File: config.mk
export PLATFORM = sky130hd
export DESIGN_NAME = raster_irq
export DESIGN_NICKNAME = d
export VERILOG_FILES = /design/src/rtl/raster_irq.sv
export SDC_FILE = /design/constraint.sdc
export NUM_CORES = 1
export LEC_CHECK = 0
export CAP_MARGIN = 20
export CORE_MARGIN = 10
export CORE_UTILIZATION = 64
export CTS_CLUSTER_DIAMETER = 40
export DETAILED_ROUTE_END_ITERATION = 7
export HOLD_SLACK_MARGIN = 0.15
export PLACE_DENSITY_LB_ADDON = 0.3
export RECOVER_POWER = 100
export REMOVE_ABC_BUFFERS = 1
export SETUP_SLACK_MARGIN = 0.05
export SYNTH_ARGS = -nofsm -noshare
export SYNTH_HDL_FRONTEND = slang
export SYNTH_SLANG_ARGS = --single-unit
File: constraint.sdc
create_clock -name clk -period 8.9 [get_ports clk]
set_input_delay 2.67 -clock clk [delete_from_list [all_inputs] [get_ports clk]]
set_output_delay 2.67 -clock clk [all_outputs]
set_load 0.02 [all_outputs]
File: src/rtl/raster_irq.sv
module raster_irq #(
  parameter int DOTS         = 341,
  parameter int LINES        = 262,
  parameter int VIS          = 240,
  parameter int VB_SKIP      = 6,
  parameter int LEAD_CYC     = 14,
  parameter int DOTS_PER_CYC = 3,
  parameter logic [7:0] OP_FILL2 = 8'hEA,
  parameter logic [7:0] OP_FILL3 = 8'h24,
  parameter logic [7:0] OP_EXIT  = 8'h60
) (
  input  logic       clk,
  input  logic       rst_n,
  input  logic       frame_start,
  input  logic       dot_tick,
  input  logic       cpu_cycle,
  input  logic       reg_we,
  input  logic [1:0] reg_addr,
  input  logic [7:0] reg_wdata,
  output logic       irq,
  output logic [7:0] slide_data
);
  localparam int FRAME = DOTS * LINES;
  localparam int PW    = $clog2(FRAME);
  localparam int WW    = PW + 2;
  localparam logic [WW-1:0] FRAME_W = WW'(FRAME);
  localparam logic [WW-1:0] DOTS_W  = WW'(DOTS);
  localparam logic [WW-1:0] LEAD_W  = WW'(LEAD_CYC * DOTS_PER_CYC);
  localparam logic [PW-1:0] LAST    = PW'(FRAME - 1);
  localparam logic [7:0] LEAD8 = 8'(LEAD_CYC);
  localparam logic [7:0] L1    = 8'(LEAD_CYC - 1);
  localparam logic [7:0] L3    = 8'(LEAD_CYC - 3);

  logic [PW-1:0] pos, pos_next;
  logic [7:0]    tx, ty, cyc;
  logic [8:0]    tline;
  logic [WW-1:0] tgt, tdiff, fire_pos;
  logic          adv, fire, wr_tgt, wr_ack;

  assign adv      = frame_start | dot_tick;
  assign pos_next = frame_start ? '0 : ((pos == LAST) ? '0 : pos + 1'b1);
  assign wr_tgt   = reg_we && (reg_addr == 2'd0 || reg_addr == 2'd1);
  assign wr_ack   = reg_we && reg_addr == 2'd2;

  always_comb begin
    if (ty < 8'(VIS))        tline = {1'b0, ty};
    else if (ty == 8'hFF)    tline = 9'(VIS);
    else                     tline = {1'b0, ty} + 9'(VB_SKIP + 1);
  end

  always_comb begin
    tgt   = WW'(tline) * DOTS_W + WW'({tx, 1'b0});
    tdiff = tgt - LEAD_W;
    if (tgt < LEAD_W)          fire_pos = tgt + FRAME_W - LEAD_W;
    else if (tdiff >= FRAME_W) fire_pos = tdiff - FRAME_W;
    else                       fire_pos = tdiff;
  end

  assign fire = adv && (WW'(pos_next) == fire_pos) && !wr_tgt;

  always_ff @(posedge clk) begin
    if (!rst_n) begin
      pos <= '0;
      tx  <= '0;
      ty  <= '0;
      irq <= 1'b0;
      cyc <= 8'hFF;
    end else begin
      if (adv) pos <= pos_next;
      if (reg_we && reg_addr == 2'd0) tx <= reg_wdata;
      if (reg_we && reg_addr == 2'd1) ty <= reg_wdata;
      if (wr_tgt)      irq <= 1'b0;
      else if (fire)   irq <= 1'b1;
      else if (wr_ack) irq <= 1'b0;
      if (fire)                         cyc <= '0;
      else if (cpu_cycle && cyc != 8'hFF) cyc <= cyc + 1'b1;
    end
  end

  always_comb begin
    if (cyc >= LEAD8 || cyc == L1) slide_data = OP_EXIT;
    else if (cyc == L3)            slide_data = OP_FILL3;
    else                           slide_data = OP_FILL2;
  end


  pos_zero_chk: assert property (@(posedge clk) disable iff (!rst_n)
    frame_start |=> pos == '0);

  pos_range_chk: assert property (@(posedge clk) disable iff (!rst_n)
    pos <= LAST);

  ack_clear_chk: assert property (@(posedge clk) disable iff (!rst_n)
    (wr_ack && !fire) |=> !irq);

  irq_hold_chk: assert property (@(posedge clk) disable iff (!rst_n)
    (irq && !reg_we) |=> irq);

  tgt_clear_chk: assert property (@(posedge clk) disable iff (!rst_n)
    wr_tgt |=> !irq);

  cyc_start_chk: assert property (@(posedge clk) disable iff (!rst_n)
    $rose(irq) |-> cyc == '0);

  late_exit_chk: assert property (@(posedge clk) disable iff (!rst_n)
    cyc >= LEAD8 |-> slide_data == OP_EXIT);
endmodule

==> flow_summary.toml, run 1 <==
[clock_tree]
cts_buffers = 5
cts_tree = "built"
clk_latency_ps = 290
holdBufCountCts = 0
htree_levels = 2
clock-sinks = 42
clockBufferDepth = 2
clockRootBuffer = "clkbuf_8"
path_clk_slew_ps = 90

[cells_and_area]
multi_input_area_mm2 = 0.00513
stdcell_area_mm2 = 0.00678
drive_gt1_frac = 0.0685
n_antenna_cell = 0
fin_cells = 950
area_growth_pct = 8.22
seqCellArea_um2 = 842
final_util = 0.704
final_nets = 923
nFillCells = 805

[timing]
rsz0062_at_grt = "no"
setup_violations = 0
tns_ps = 0
hold_ws_ps = 495
worst_pin_slew_ps = 958
final_max_slew_viol_count = 0
skew_ps = 6.01
max_slew_margin = 0.359
fin_crit_sh = 0.950
hold_viol = 0
layout_min_cycle_time_ps = 8460
fmax_ghz = 0.118

[pwr]
power.leakage_nw = 2.95
combPwrFrac = 0.638
swShare = 0.473
p_clk_frac = 0.125
peakVddDrop_v = 0.000158
p_sw_mw = 0.467
power_frac_seq = 0.237
p_per_area_mw_per_mm2 = 146
p_int_mw = 0.521

[setup_path]
cpPeakStageDelay_ps = 530
cp-start-kind = "flop"
endpoint_kind = "flop"
worstSetupPathType = "flop to flop"
path_common_cell = "inv_1"
required_ps = 9110
arrival_ps = 8660
worstPathMaxFanout = 11
rrSetupSlack_ps = 440
crit_path_top_delay_cell = "fa_1"

[floorplanning]
initial_core_util = 0.650
ios = 25
fp.dieH_um = 119
dieArea_mm2 = 0.0142
rows = 36
design.core.area_mm2 = 0.00964
dieWidth_um = 119

[global_route]
grt_first_pass_wirelength_um = 27800
grt_max_degree = 43
antenna_found_initial = 0
grt_pass1_vias = 5834
grt_overflow_total = 0
grt_use_total = 0.224

[yosys]
synth.cell_area_mm2 = 0.00627
yosysSeqAreaShare = 0.134
synth_top_flop_cell = "dfxtp_1"
yosysTopAreaCellShare = 0.142
yosysUniqueCellTypes = 73
postSynthAreaPerCell_um2 = 7.77
synth_top_area_cell = "ha_1"
synthTopCellsByArea = "ha_1 14%, dfxtp_1 13%, xnor2_1 7.0%"
async_flop_share = 0
syn_inst = 807
yosysWarnings = 0
ys_ff_latch = 42
synth-edff-count = 0

[route]
drc = 0
wire_per_inst_um = 17.3
ant_nets = 0
routed_wl_um = 16400
dr.pass1.iters = 5
viasPerCell = 6.33
dr_total_vias = 6015
drt_iter0_drc = 468

[place]
placedCellCount = 939
io_buffers = 21
gp_congestion = 0.933
hpwlAfterDp_um = 13100
placed_area_mm2 = 0.00657

[outcome]
status = "finished clean"

[job]
cap_violations = 0

[min_path]
hp-class = "flop to flop"
## synth_stat cells (18+ instances only)
library cell	n
a21oi_1	31
clkbuf_1	21
dfxtp_1	42
fa_1	20
ha_1	71
inv_1	66
mux2i_1	24
nand2_1	66
nand3_1	19
nor2_1	62
nor2b_1	24
nor3_1	18
o21ai_0	49
xnor2_1	50
xor2_1	18
## registers in the layout, summed over array words and instances, names as in the netlist
signal and flops:
pos 17, cyc 8, irq 1, ty 8, tx 8
## path summary, 6_finish.rpt
path | from | endpoint | cells after the start
max | ty[6] | irq | 29
min | pos[6] | pos[6] | 2
min reg2reg | pos[6] | pos[6] | 2
max reg2reg | ty[6] | irq | 29
## power groups by stage
stage | clock network (mW) | registers [mW] | logic, mW
floorplan | 0 | 0.231 | 0.462
global placement | 0 | 0.235 | 0.578
detailed placement | 0 | 0.237 | 0.597
CTS | 0.126 | 0.233 | 0.603
global route | 0.134 | 0.237 | 0.688
finish | 0.124 | 0.234 | 0.630
## per-layer routing
metal,vias to the layer above,global-route usage,wire length (um),share of wire
li1,2926,-,-,-
met1,2829,0.284,7250,0.44
met2,226,0.392,7940,0.48
met3,34,0.0222,848,0.052
met4,0,0.0687,362,0.022
met5,-,0,0,0
## logic make-up after synthesis
group           count (synthesis)  share of synthesized area
fa+ha+maj                      91                      0.206
compound gates                199                      0.228
mux                            26                     0.0419
flops                          42                      0.134
buf+inv                        97                     0.0621
other cells                     2                    0.00120
xor+xnor                       68                     0.0950
simple gates                  282                      0.233
## final cells by class
cell class | count | area share
well taps | 133 | 0.0245
flip-flops and latches | 42 | 0.124
clock buffers | 5 | 0.0101
clock inverters | 3 | 0.00277
inverters | 66 | 0.0365
multi-input cells | 669 | 0.757
repair buffers | 32 | 0.0450
## cells in the final DEF (no fill, tap or decap), types with 6 or more instances in the layout
master           synthesis  layout
o21a_1                  10      10
o21ai_0                 49      47
o211ai_1                 6       6
nand2_1                 66      66
clkdlybuf4s50_1          0      13
nand4_1                 12      12
and3_1                  15      15
and2_1                  11       6
dlygate4sd3_1            0       8
nand3_1                 19      19
or3_1                   12      12
xnor2_1                 50      49
nor2_1                  62      61
buf_4                    5       8
nor2b_1                 24      24
inv_1                   66      66
a21oi_1                 31      30
nor3_1                  18      17
dfxtp_1                 42      41
fa_1                    20      20
nand2b_1                 7       7
a21o_1                   9       9
or2_2                    9       8
ha_1                    71      70
xor2_1                  18      18
a211oi_1                 9       8
a311oi_1                 6       6
mux2i_1                 24      24
a21boi_0                10      10
## per-stage QoR
step                total power [mW]  setup slack, ps
floorplan                      0.693              865
global placement               0.813              267
detailed placement             0.834             -112
CTS                            0.963             88.7
global route                    1.06             44.2
finish                         0.987              441
## worst max-delay path, delay by kind of cell (launching register included)
| kind | cells | cell delay, ps |
|---|---|---|
| AO/OA/AOI/OAI | 11 | 2530 |
| buffers and inverters | 5 | 300 |
| flip-flops | 1 | 410 |
| adder cells (fa/ha/maj) | 6 | 2580 |
| AND/OR/NAND/NOR | 7 | 2550 |
## what timing repair did
action                     CTS  global route
setup buffers                0             1
resized for setup            4            19
setup endpoints to repair    9             9
pin swaps                    0             1
Note: power is estimated with default switching activity, not from simulation.
==> run 2: changes to the inputs <==
--- a/config.mk
+++ b/config.mk
@@ -10,6 +10,7 @@
 export CORE_UTILIZATION = 64
 export CTS_CLUSTER_DIAMETER = 40
 export DETAILED_ROUTE_END_ITERATION = 7
+export GPL_ROUTABILITY_DRIVEN = 0
 export HOLD_SLACK_MARGIN = 0.15
 export PLACE_DENSITY_LB_ADDON = 0.3
 export RECOVER_POWER = 100
==> flow_summary.toml, run 2 (synthesis results as in run 1) <==
[setup_path]
rrSetupSlack_ps = 370
required_ps = 9120
worstPathMaxFanout = 11
arrival_ps = 8750
path_common_cell = "inv_1"
worstSetupPathType = "flop to flop"
r2r_cells = 28
endpoint_kind = "flop"
cp-start-kind = "flop"
crit_path_top_delay_cell = "or4b_1"
cpPeakStageDelay_ps = 560

[timing]
setup_violations = 0
skew_ps = 8.99
worst_pin_slew_ps = 1000
fin_crit_sh = 0.958
max_slew_margin = 0.329
hold_viol = 0
final_max_slew_viol_count = 0
hold_ws_ps = 493
tns_ps = 0
layout_min_cycle_time_ps = 8530
fmax_ghz = 0.117
finalWorstSetupSlack_ps = 370

[floorplanning]
initial_core_util = 0.650
dieArea_mm2 = 0.0142
rows = 36
dieWidth_um = 119
ios = 25
design.core.area_mm2 = 0.00964
fp.dieH_um = 119

[global_route]
grt_first_pass_wirelength_um = 27200
antenna_found_initial = 0
grt_use_total = 0.221
grt_max_degree = 43
grt_overflow_total = 0
grt_pass1_vias = 5843

[route]
wire_per_inst_um = 17.3
ant_nets = 0
dr_total_vias = 6083
drc = 0
drt_iter0_drc = 577
viasPerCell = 6.41
routed_wl_um = 16400
dr.pass1.iters = 6

[min_path]
hp-class = "flop to flop"
worstHoldPathCells = 2

[cells_and_area]
fin_cells = 949
regMostFlops = "pos"
final_util = 0.705
layout_common_cells = "70 x ha_1, 66 x nand2_1, 66 x inv_1, 61 x nor2_1, 49 x xnor2_1"
n_antenna_cell = 0
seqCellArea_um2 = 842
final_common_cell = "ha_1"
largest_register_ffs = 17
area_growth_pct = 8.44
drive_gt1_frac = 0.0748
nFillCells = 794
multi_input_area_mm2 = 0.00516
final_nets = 922

[clock_tree]
clockBufferDepth = 2
clockRootBuffer = "clkbuf_8"
clk_latency_ps = 310
cts_buffers = 5
holdBufCountCts = 0
htree_levels = 2
clock-sinks = 42
path_clk_slew_ps = 80
cts_tree = "built"

[outcome]
status = "finished clean"

[pwr]
p_per_area_mw_per_mm2 = 147
power.leakage_nw = 2.94
peakVddDrop_v = 0.000175

[place]
io_buffers = 21
dpl_worst_slack_ps = 138
placedCellCount = 939
hpwlAfterDp_um = 13100

[job]
cap_violations = 0
run 2: worst paths after layout:
check,startpoint,endpoint
worst max register to register,ty[5],irq
worst min register to register,pos[12],pos[12]
worst min-delay path,pos[12],pos[12]
worst max-delay path,ty[5],irq
run 2: cell type report:
type / instances / area share
multi-input combinational: 669 / 0.760
sequential: 42 / 0.124
timing repair buffer: 31 / 0.0427
inverter: 66 / 0.0364
tap: 133 / 0.0245
clock buffer: 6 / 0.0107
clock inverter: 2 / 0.00202
run 2: stage by stage:
stage	instance area [um2]	power, mW
2_1_floorplan	6130	0.693
3_3_place_gp	6570	0.807
3_5_place_dp	6570	0.831
4_1_cts	6650	0.958
5_1_grt	6800	1.07
6_report	6800	1.00
run 2: critical path: cells and delay by family, from the launching register on:
kind / cells / cell delay (ps)
AND/OR/NAND/NOR: 8 / 3020
adder cells (fa/ha/maj): 6 / 2550
AO/OA/AOI/OAI: 9 / 2150
flip-flops: 1 / 410
buffers and inverters: 5 / 310
run 2: timing repair:
item	4_1_cts	5_1_grt
gates resized for setup	0	28
setup buffers	0	1
endpoints found under the setup margin	0	9
run 2: report_power, final:
group	internal (mW)	total [mW]	switching, mW
sequential	0.208	0.234	0.0256
clock	0.0554	0.125	0.0693
combinational	0.259	0.641	0.382
run 2: layer usage:
| metal | GRT usage | part of all wire |
|---|---|---|
| met5 | 0 | 0 |
| met4 | 0.0740 | 0.023 |
| met3 | 0.0269 | 0.059 |
| met2 | 0.387 | 0.49 |
| met1 | 0.275 | 0.43 |
==> run 3: changes to the inputs <==
--- a/config.mk
+++ b/config.mk
@@ -7,15 +7,16 @@
 export LEC_CHECK = 0
 export CAP_MARGIN = 20
 export CORE_MARGIN = 10
-export CORE_UTILIZATION = 64
+export CORE_UTILIZATION = 40
 export CTS_CLUSTER_DIAMETER = 40
 export DETAILED_ROUTE_END_ITERATION = 7
-export GPL_ROUTABILITY_DRIVEN = 0
+export GPL_ROUTABILITY_DRIVEN = 1
 export HOLD_SLACK_MARGIN = 0.15
 export PLACE_DENSITY_LB_ADDON = 0.3
 export RECOVER_POWER = 100
 export REMOVE_ABC_BUFFERS = 1
 export SETUP_SLACK_MARGIN = 0.05
+export SKIP_CTS_REPAIR_TIMING = 1
 export SYNTH_ARGS = -nofsm -noshare
 export SYNTH_HDL_FRONTEND = slang
 export SYNTH_SLANG_ARGS = --single-unit
==> flow_summary.toml, run 3 (synthesis results as in run 1) <==
[outcome]
status = "finished clean"

[pwr]
p_per_area_mw_per_mm2 = 150
p_sw_mw = 0.461
power_frac_seq = 0.225
peakVddDrop_v = 0.000114
combPwrFrac = 0.594
swShare = 0.444
finalPower_mw = 1.04
power.leakage_nw = 2.97
p_clk_frac = 0.181
p_int_mw = 0.578

[timing]
fmax_ghz = 0.119
max_slew_margin = 0.316
worst_pin_slew_ps = 1020
hold_viol = 0
layout_min_cycle_time_ps = 8430
final_max_slew_viol_count = 0
setup_violations = 0
skew_ps = 5.56
fin_crit_sh = 0.947

[cells_and_area]
final_util = 0.453
drive_gt1_frac = 0.0706
area_growth_pct = 10.4
final_nets = 927
n_antenna_cell = 0
nFillCells = 1560
seqCellArea_um2 = 841
multi_input_area_mm2 = 0.00510
layout_common_cells = "70 x ha_1, 66 x nand2_1, 66 x inv_1, 62 x nor2_1, 49 x xnor2_1"
regMostFlops = "pos"
largest_register_ffs = 17
final_common_cell = "ha_1"

[global_route]
grt_use_total = 0.143
antenna_found_initial = 0
grt_pass1_vias = 5307
grt_max_degree = 31
grt_overflow_total = 0
grt_first_pass_wirelength_um = 26300

[min_path]
hp-class = "flop to flop"

[setup_path]
rrSetupSlack_ps = 470
r2r-start = "ty[7]"
worstPathMaxFanout = 11
cpPeakStageDelay_ps = 650
startpoint = "ty[7]"
r2r_cells = 29
crit_path_top_delay_cell = "nor4_1"
endpoint = "cyc[1]"
required_ps = 9020
endpoint_kind = "flop"
worstSetupPathType = "flop to flop"
rr_endpoint = "cyc[1]"
arrival_ps = 8550
path_common_cell = "inv_1"
cp-start-kind = "flop"

[route]
dr.pass1.iters = 5
dr_total_vias = 5721
viasPerCell = 5.54
drc = 0
drt_iter0_drc = 395
wire_per_inst_um = 15.3
routed_wl_um = 15800
ant_nets = 0

[clock_tree]
clk_latency_ps = 290
clockBufferDepth = 2
clock-sinks = 42
cts_buffers = 5
htree_levels = 2
path_clk_slew_ps = 60
clockRootBuffer = "clkbuf_16"
cts_tree = "built"

[floorplanning]
initial_core_util = 0.411
ios = 25
dieArea_mm2 = 0.0211
fp.dieH_um = 145
rows = 45
dieWidth_um = 145
design.core.area_mm2 = 0.0153

[place]
hpwlAfterDp_um = 12800
io_buffers = 21
gp_congestion = 0.893

[job]
cap_violations = 0
[run 3: cell count changes in the layout (fill, tap and decap cells not counted), moves of 2 or more]
cell	change
buf_4	+5
clkbuf_16	+5
clkbuf_8	-4
a2111oi_1	+2
a2111oi_2	-2
[run 3: cell type report]
| class | count | share of cell area |
|---|---|---|
| Clock buffer | 6 | 0.0201 |
| Clock inverter | 2 | 0.00181 |
| Inverter | 66 | 0.0358 |
| Multi-Input combinational cell | 669 | 0.737 |
| Sequential cell | 42 | 0.122 |
| Tap cell | 211 | 0.0382 |
| Timing Repair Buffer | 36 | 0.0458 |
[run 3: critical path: cells and delay by family (launching register included)]
family,cells,cell delay [ps]
flops,1,380
simple gates,7,2160
buf+inv,6,510
fa+ha+maj,6,2470
xor+xnor,1,280
compound gates,9,2450
[run 3: power groups by stage]
stage	Combinational, mW	Clock, mW	Sequential (mW)
floorplan	0.462	0	0.231
global placement	0.598	0	0.237
detailed placement	0.596	0	0.237
CTS	0.601	0.192	0.233
global route	0.686	0.202	0.237
finish	0.616	0.188	0.234
[run 3: metal layers]
layer	GRT usage	wire length (um)
met3	0.0186	469
met2	0.228	7190
met4	0.0308	270
met5	0	0
met1	0.200	7820
[run 3: worst min path at each step]
stage / from / end / cells past startpoint
after floorplan: pos[12] / pos[12] / 2
after global placement: pos[6] / pos[6] / 2
after detailed placement: pos[6] / pos[6] / 2
after CTS: pos[6] / pos[6] / 2
after global routing: pos[12] / pos[12] / 2
final: pos[6] / pos[6] / 2
[run 3: through the flow]
| step | instances | TNS, ps | hold WS, ps | cell area [um2] | worst slack, ps |
|---|---|---|---|---|---|
| after global placement | 1023 | 0 | 477 | 6710 | 468 |
| after global routing | 1032 | -30.3 | 523 | 6920 | -30.3 |
| after CTS | 1031 | 0 | 493 | 6860 | 329 |
| after detailed placement | 1023 | 0 | 485 | 6710 | 358 |
| final | 1032 | 0 | 488 | 6920 | 473 |
| after floorplan | 777 | 0 | 462 | 6130 | 865 |
